<file path="config.mk">
export PLATFORM = sky130hd
export DESIGN_NAME = refresh_sched
export DESIGN_NICKNAME = d
export VERILOG_FILES = /design/src/rtl/refresh_sched_pkg.sv /design/src/rtl/rs_interval_timer.sv /design/src/rtl/rs_deadline.sv /design/src/rtl/refresh_sched.sv
export SDC_FILE = /design/constraint.sdc
export NUM_CORES = 1
export LEC_CHECK = 0
export CAP_MARGIN = 15
export CORE_MARGIN = 5
export CORE_UTILIZATION = 57
export CTS_BUF_LIST = sky130_fd_sc_hd__clkbuf_8
export DETAILED_ROUTE_END_ITERATION = 10
export PLACE_DENSITY = 0.76
export SETUP_SLACK_MARGIN = 0.02
export SLEW_MARGIN = 5
export SYNTH_ARGS = -nofsm -noshare
export SYNTH_HDL_FRONTEND = slang
export SYNTH_SLANG_ARGS = --single-unit
</file>
<file path="constraint.sdc">
create_clock -name clk -period 6.7 [get_ports clk]
set_input_delay 1.34 -clock clk [delete_from_list [all_inputs] [get_ports clk]]
set_output_delay 1.34 -clock clk [all_outputs]
set_load 0.05 [all_outputs]
</file>
<file path="src/rtl/refresh_sched_pkg.sv">
package refresh_sched_pkg;

    typedef enum logic [2:0] {
        ST_IDLE,
        ST_REQ,
        ST_PULSE,
        ST_PRECH,
        ST_SLEEP
    } rs_state_e;

endpackage

</file>
<file path="src/rtl/rs_interval_timer.sv">
module rs_interval_timer #(
    parameter int unsigned PERIOD = 1560
) (
    input  logic clk,
    input  logic rst_n,
    input  logic en,
    input  logic reload,
    output logic tick
);
    localparam int unsigned W = (PERIOD > 2) ? $clog2(PERIOD) : 1;

    logic [W-1:0] cnt_d, cnt_q;

    always_comb begin
        cnt_d = cnt_q;
        if (reload) begin
            cnt_d = W'(PERIOD - 1);
        end else if (en) begin
            cnt_d = (cnt_q == '0) ? W'(PERIOD - 1) : cnt_q - 1'b1;
        end
    end

    assign tick = en && !reload && (cnt_q == '0);

    always_ff @(posedge clk or negedge rst_n) begin
        if (!rst_n) cnt_q <= W'(PERIOD - 1);
        else        cnt_q <= cnt_d;
    end
endmodule

</file>
<file path="src/rtl/rs_deadline.sv">
module rs_deadline #(
    parameter int unsigned LIMIT = 1500
) (
    input  logic clk,
    input  logic rst_n,
    input  logic arm,
    input  logic disarm,
    output logic miss
);
    localparam int unsigned W = (LIMIT > 2) ? $clog2(LIMIT) : 1;

    logic [W-1:0] cnt_d, cnt_q;
    logic         armed_d, armed_q;

    always_comb begin
        cnt_d   = cnt_q;
        armed_d = armed_q;
        if (arm) begin
            armed_d = 1'b1;
            cnt_d   = W'(LIMIT - 1);
        end else if (disarm || miss) begin
            armed_d = 1'b0;
        end else if (armed_q) begin
            cnt_d = cnt_q - 1'b1;
        end
    end

    assign miss = armed_q && !disarm && !arm && (cnt_q == '0);

    always_ff @(posedge clk or negedge rst_n) begin
        if (!rst_n) begin
            cnt_q   <= '0;
            armed_q <= 1'b0;
        end else begin
            cnt_q   <= cnt_d;
            armed_q <= armed_d;
        end
    end
endmodule

</file>
<file path="src/rtl/refresh_sched.sv">
module refresh_sched
    import refresh_sched_pkg::*;
#(
    parameter int unsigned ROWS     = 2048,
    parameter int unsigned INTERVAL = 1560,
    parameter int unsigned PULSE_W  = 9,
    parameter int unsigned PRECH_W  = 8,
    parameter int unsigned SR_HOLD  = 800,
    parameter int unsigned DEADLINE = 1500
) (
    input  logic clk,
    input  logic rst_n,
    input  logic sleep_req,
    input  logic wake_req,
    input  logic burst_en,
    input  logic refresh_grant,
    output logic refresh_req,
    output logic refresh_strobe_n,
    output logic ce_hold_off,
    output logic host_stall,
    output logic in_self_refresh,
    output logic burst_active,
    output logic grant_late_err,
    output logic wake_miss_err
);
    localparam int unsigned BW   = (ROWS > 2) ? $clog2(ROWS) : 1;
    localparam int unsigned MAXP = (SR_HOLD > PULSE_W) ?
                                   ((SR_HOLD > PRECH_W) ? SR_HOLD : PRECH_W) :
                                   ((PULSE_W > PRECH_W) ? PULSE_W : PRECH_W);
    localparam int unsigned CW   = $clog2(MAXP + 1);

    typedef struct packed {
        rs_state_e     st;
        logic [CW-1:0] cnt;
        logic [BW-1:0] burst;
        logic          burst_on;
        logic          burst_last;
        logic          pend;
        logic          sr;
        logic          late;
        logic          miss;
    } rs_reg_t;

    rs_reg_t r_d, r_q;
    logic    tick, wake_go, burst_end, dl_disarm, dl_miss;

    rs_interval_timer #(.PERIOD(INTERVAL)) u_itv (
        .clk    (clk),
        .rst_n  (rst_n),
        .en     ((r_q.st != ST_SLEEP) && !r_q.burst_on),
        .reload (wake_go || burst_end),
        .tick   (tick)
    );

    assign dl_disarm = (r_q.st == ST_REQ) && refresh_grant;

    rs_deadline #(.LIMIT(DEADLINE)) u_dl (
        .clk    (clk),
        .rst_n  (rst_n),
        .arm    (wake_go),
        .disarm (dl_disarm),
        .miss   (dl_miss)
    );

    always_comb begin
        r_d       = r_q;
        wake_go   = 1'b0;
        burst_end = 1'b0;
        if (dl_miss) r_d.miss = 1'b1;
        unique case (r_q.st)
            ST_IDLE: begin
                if (r_q.pend || tick) begin
                    r_d.st   = ST_REQ;
                    r_d.pend = 1'b0;
                end else if (sleep_req) begin
                    r_d.st  = ST_SLEEP;
                    r_d.cnt = CW'(SR_HOLD - 1);
                end
            end
            ST_REQ: begin
                if (refresh_grant) begin
                    r_d.st  = ST_PULSE;
                    r_d.cnt = CW'(PULSE_W - 1);
                    if (tick) r_d.pend = 1'b1;
                    if (r_q.burst_on) begin
                        {r_d.burst_last, r_d.burst} = {1'b0, r_q.burst} + 1'b1;
                    end
                end else if (tick) begin
                    r_d.late = 1'b1;
                end
            end
            ST_PULSE: begin
                if (tick) r_d.pend = 1'b1;
                if (r_q.cnt == '0) begin
                    r_d.st  = ST_PRECH;
                    r_d.cnt = CW'(PRECH_W - 1);
                end else begin
                    r_d.cnt = r_q.cnt - 1'b1;
                end
            end
            ST_PRECH: begin
                if (tick) r_d.pend = 1'b1;
                if (r_q.cnt != '0) begin
                    r_d.cnt = r_q.cnt - 1'b1;
                end else if (r_q.burst_on && r_q.burst_last) begin
                    r_d.burst_on   = 1'b0;
                    r_d.burst_last = 1'b0;
                    r_d.pend       = 1'b0;
                    r_d.st         = ST_IDLE;
                    burst_end      = 1'b1;
                end else if (r_q.burst_on || r_q.pend || tick) begin
                    r_d.st   = ST_REQ;
                    r_d.pend = 1'b0;
                end else begin
                    r_d.st = ST_IDLE;
                end
            end
            ST_SLEEP: begin
                if (!r_q.sr) begin
                    if (r_q.cnt == '0) r_d.sr = 1'b1;
                    else               r_d.cnt = r_q.cnt - 1'b1;
                end else if (wake_req) begin
                    r_d.sr         = 1'b0;
                    r_d.st         = ST_PRECH;
                    r_d.cnt        = CW'(PRECH_W - 1);
                    r_d.pend       = 1'b1;
                    r_d.burst_on   = burst_en;
                    r_d.burst      = '0;
                    r_d.burst_last = 1'b0;
                    wake_go        = 1'b1;
                end
            end
            default: r_d.st = ST_IDLE;
        endcase
    end

    always_ff @(posedge clk or negedge rst_n) begin
        if (!rst_n) begin
            r_q <= '{st: ST_IDLE, cnt: '0, burst: '0, burst_on: 1'b0,
                     burst_last: 1'b0, pend: 1'b0, sr: 1'b0,
                     late: 1'b0, miss: 1'b0};
        end else begin
            r_q <= r_d;
        end
    end

    assign refresh_req      = (r_q.st == ST_REQ);
    assign refresh_strobe_n = !((r_q.st == ST_PULSE) || (r_q.st == ST_SLEEP));
    assign ce_hold_off      = (r_q.st == ST_PULSE) || (r_q.st == ST_PRECH) ||
                              (r_q.st == ST_SLEEP);
    assign host_stall       = (r_q.st != ST_IDLE);
    assign in_self_refresh  = r_q.sr;
    assign burst_active     = r_q.burst_on;
    assign grant_late_err   = r_q.late;
    assign wake_miss_err    = r_q.miss;
endmodule

</file>
==> run summary <==
net count of the mapped netlist = 372
Filler Cells Inserted = 472
wire length of the first global-routing pass = 12,100 um
number of cells on the worst reg-to-reg path = 7
setup TNS = 0 ns
worst setup skew after layout = 0.00979 ns
most common cell after layout, fill and taps aside = sky130_fd_sc_hd__dfrtp_1
nets@finish = 380
root cell of the clock tree = sky130_fd_sc_hd__clkbuf_8
Endpoint, Worst Hold = grant_late_err
register-to-register setup slack = 3.98 ns
overall die area = 0.00724 sq mm
normalized max-slew margin = 29.3%
RR Startpoint = u_itv.cnt_q[0]
CP Capture Type = output port
share of synthesized area spent on multiplexers = 1.68%
combinational family with the most area after synthesis = simple AND/OR/NAND/NOR gates
remaining antenna violation count after routing = 0
layout overhead on the synthesized area = 8.18%
Resized Gates After CTS = 0
number of synthesized register bits = 53
asr flop ratio synth = 100%
post-CTS repair timing setup buffer count = 0
cell count after synthesis = 361
post-synth design cell area = 0.00321 sq mm
Clock Latency Late Sink = 0.30 ns
sort of element at the start of the critical path = flop
per-cell via count in the routed design = 6.02
Cell Count Post-Placement = 434
max frequency = 272 MHz
most frequent cells in the layout = 47 x sky130_fd_sc_hd__dfrtp_1, 38 x sky130_fd_sc_hd__nand2_1, 31 x sky130_fd_sc_hd__nor2_1
site row count = 27
RSZ-0062 raised after global routing = no
ratio of final minimum period to clock period = 54.9%
fraction of layout cells with a size suffix above 1 = 8.92%
register area = 0.00133 sq mm
initial detailed-routing violation count = 311
HPWL Detailed = 4760 um
Post-Synth XOR/XNOR Area = 4.64%
Req. time, crit path = 5.36 ns
peak supply drop = 0.250 mV
start point of the worst min-delay path = grant_late_err
antenna violations before repair = 0
buffers from clock root to sink, at most = 2
static power due to leakage = 0.00151 uW
prevailing post-synth register cell = sky130_fd_sc_hd__dfrtp_1
synthesized area per cell = 8.90 sq um
initial core utilization = 58.3%
number of hold violations in the final report = 0
total congestion overflow after global routing = 0
Final Max Slew Viols = 0
power density of the placed cells = 440 mW/mm^2
final core utilization = 63.1%
Layout Cells excl Fill = 442
total via count after detailed routing = 2,659
number of distinct standard cells referenced by the synthesized netlist = 59
Setup Viol. Count Final = 0
Slew @ Worst Pin = 1.06 ns
number of design rule violations left after detail routing = 0
type of the worst min-delay path = reg -> reg
largest net degree at the start of global routing = 54
number of sinks driven by the clock tree = 53
maximum single-stage delay on the critical path = 0.84 ns
biggest area contributors in the synthesized netlist = sky130_fd_sc_hd__dfrtp_1 37%, sky130_fd_sc_hd__dfstp_2 4.9%, sky130_fd_sc_hd__nand2_1 4.4%
worst endpoint data arrival time = 2.34 ns
area share of the largest cell type after synthesis = 36.6%
hold-fix buffers at CTS = 0
Detailed Route WL = 6710 um
number of warnings issued by yosys = 0
Inserted Diodes = 0
status = finished clean
vias in the first global route = 2,558
post-synthesis share of cell area spent on and, or, nand and nor gates = 29.7%
worst hold path cell count = 1
gpl congestion = 0.883
multi-input gate area in the final layout = 0.00176 sq mm
Die Width = 85.1 um
TritonRoute pass-1 iters = 5
Inserted Clock Buffers = 5
cells along the critical path = nor2b_1, o21ai_0, clkdlybuf4s50_1
final period demand of the worst path = 3.68 ns
boundary pin count = 14
number of H-tree levels = 2
aggregate global-route resource usage = 20.2%
reg-to-reg endpoint = r_q[18]
Max-cap violations = 0
count of input and output buffers = 13
critical path start-end classification = reg -> out
clock-pin slew on the worst setup and hold paths = 0.10 ns
area fraction in compound gates after synthesis = 16.8%
post-layout power = 1530 uW
largest fanout on the critical path = 22
Wirelength per Cell = 15.2 um
synthesized-area fraction occupied by adder cells = 1.95%
CTS tree = done
placeable core region = 0.00551 sq mm
proportion of synthesized chip area in sequential cells = 41.5%
Post-Route Hold Slack = 0.479 ns
cell with the biggest individual delay on the critical path = sky130_fd_sc_hd__clkdlybuf4s50_1
number of flops mapped to enable cells by yosys = 0
post-synth top area cell = sky130_fd_sc_hd__dfrtp_1
die extent in y = 85.1 um
[registers in the layout, summed over array words and instances, names as in the netlist]
register and flops:
r_q 26, wake_miss_err 1, burst_active 1, u_dl.cnt_q 11
u_itv.cnt_q 11, in_self_refresh 1, grant_late_err 1, u_dl.armed_q 1
[per-layer routing]
layer  up-vias  track usage (%)  routed length (um)
li1       1333                -                   -
met1      1263             29.1                3260
met2        58             31.4                3070
met3         5             3.79                 304
met4         0             4.75                  68
met5         -                0                   0
[where the power goes]
group          internal, uW  leakage, uW  switching, uW
registers               431     0.000683            130
logic                   298     0.000765            453
clock network           112    0.0000585            106
total                   840      0.00151            688
[logic make-up (layout without fill, tap and decap cells)]
group,after synthesis,count (layout)
buf+inv,25,34
xor+xnor,17,17
compound gates,81,81
fa+ha+maj,5,5
simple gates,175,175
mux,5,5
flops,53,53
[area by class of cell]
type | instances | area share (%)
Clock inverter | 3 | 1.26
Tap cell | 72 | 2.59
Inverter | 12 | 1.30
Multi-Input combinational cell | 283 | 50.7
Sequential cell | 53 | 38.4
Timing Repair Buffer | 14 | 3.82
Clock buffer | 5 | 1.98
[cell usage after synthesis (4+ instances only)]
master                     number
sky130_fd_sc_hd__dfrtp_1       47
sky130_fd_sc_hd__ha_1           5
sky130_fd_sc_hd__inv_1         12
sky130_fd_sc_hd__a21oi_1       17
sky130_fd_sc_hd__o31ai_1        4
sky130_fd_sc_hd__nor4_1         5
sky130_fd_sc_hd__nor2b_1        6
sky130_fd_sc_hd__o21a_1         5
sky130_fd_sc_hd__or2_2          5
sky130_fd_sc_hd__nor3b_1        7
sky130_fd_sc_hd__nand4b_1       4
sky130_fd_sc_hd__nor2_1        31
sky130_fd_sc_hd__a21o_1         5
sky130_fd_sc_hd__nand3_1       16
sky130_fd_sc_hd__clkbuf_1       7
sky130_fd_sc_hd__o211ai_1       6
sky130_fd_sc_hd__nor3_1        14
sky130_fd_sc_hd__nand4_1        9
sky130_fd_sc_hd__dfstp_2        6
sky130_fd_sc_hd__and3_1         6
sky130_fd_sc_hd__xor2_1        15
sky130_fd_sc_hd__nand2_1       38
sky130_fd_sc_hd__nand2b_1       5
sky130_fd_sc_hd__o21ai_0       16
sky130_fd_sc_hd__or3_1         10
sky130_fd_sc_hd__o22ai_1        4
[worst max path at each step]
stage | startpoint | endpoint | slack (ns) | cells past startpoint
floorplan | r_q[29] | refresh_strobe_n | 3.42 | 5
global placement | sleep_req | r_q[23] | 3.20 | 6
detailed placement | wake_req | r_q[13] | 3.13 | 6
CTS | r_q[28] | ce_hold_off | 3.03 | 4
global route | r_q[29] | refresh_strobe_n | 2.87 | 3
finish | r_q[29] | refresh_strobe_n | 3.02 | 3
[worst max-delay path, delay by kind of cell, from the launching register on]
family                 cells  cell delay, ns
buffers and inverters      1            0.84
AO/OA/AOI/OAI              1            0.24
AND/OR/NAND/NOR            1            0.20
flip-flops                 1            0.75
[stage by stage]
step,setup slack (ns),cell area [sq um]
after detailed placement,3.13,3360
final,3.02,3470
after global routing,2.87,3470
after floorplan,3.42,3210
after global placement,3.20,3360
after CTS,3.03,3470
(Power assumes the default switching activity.)
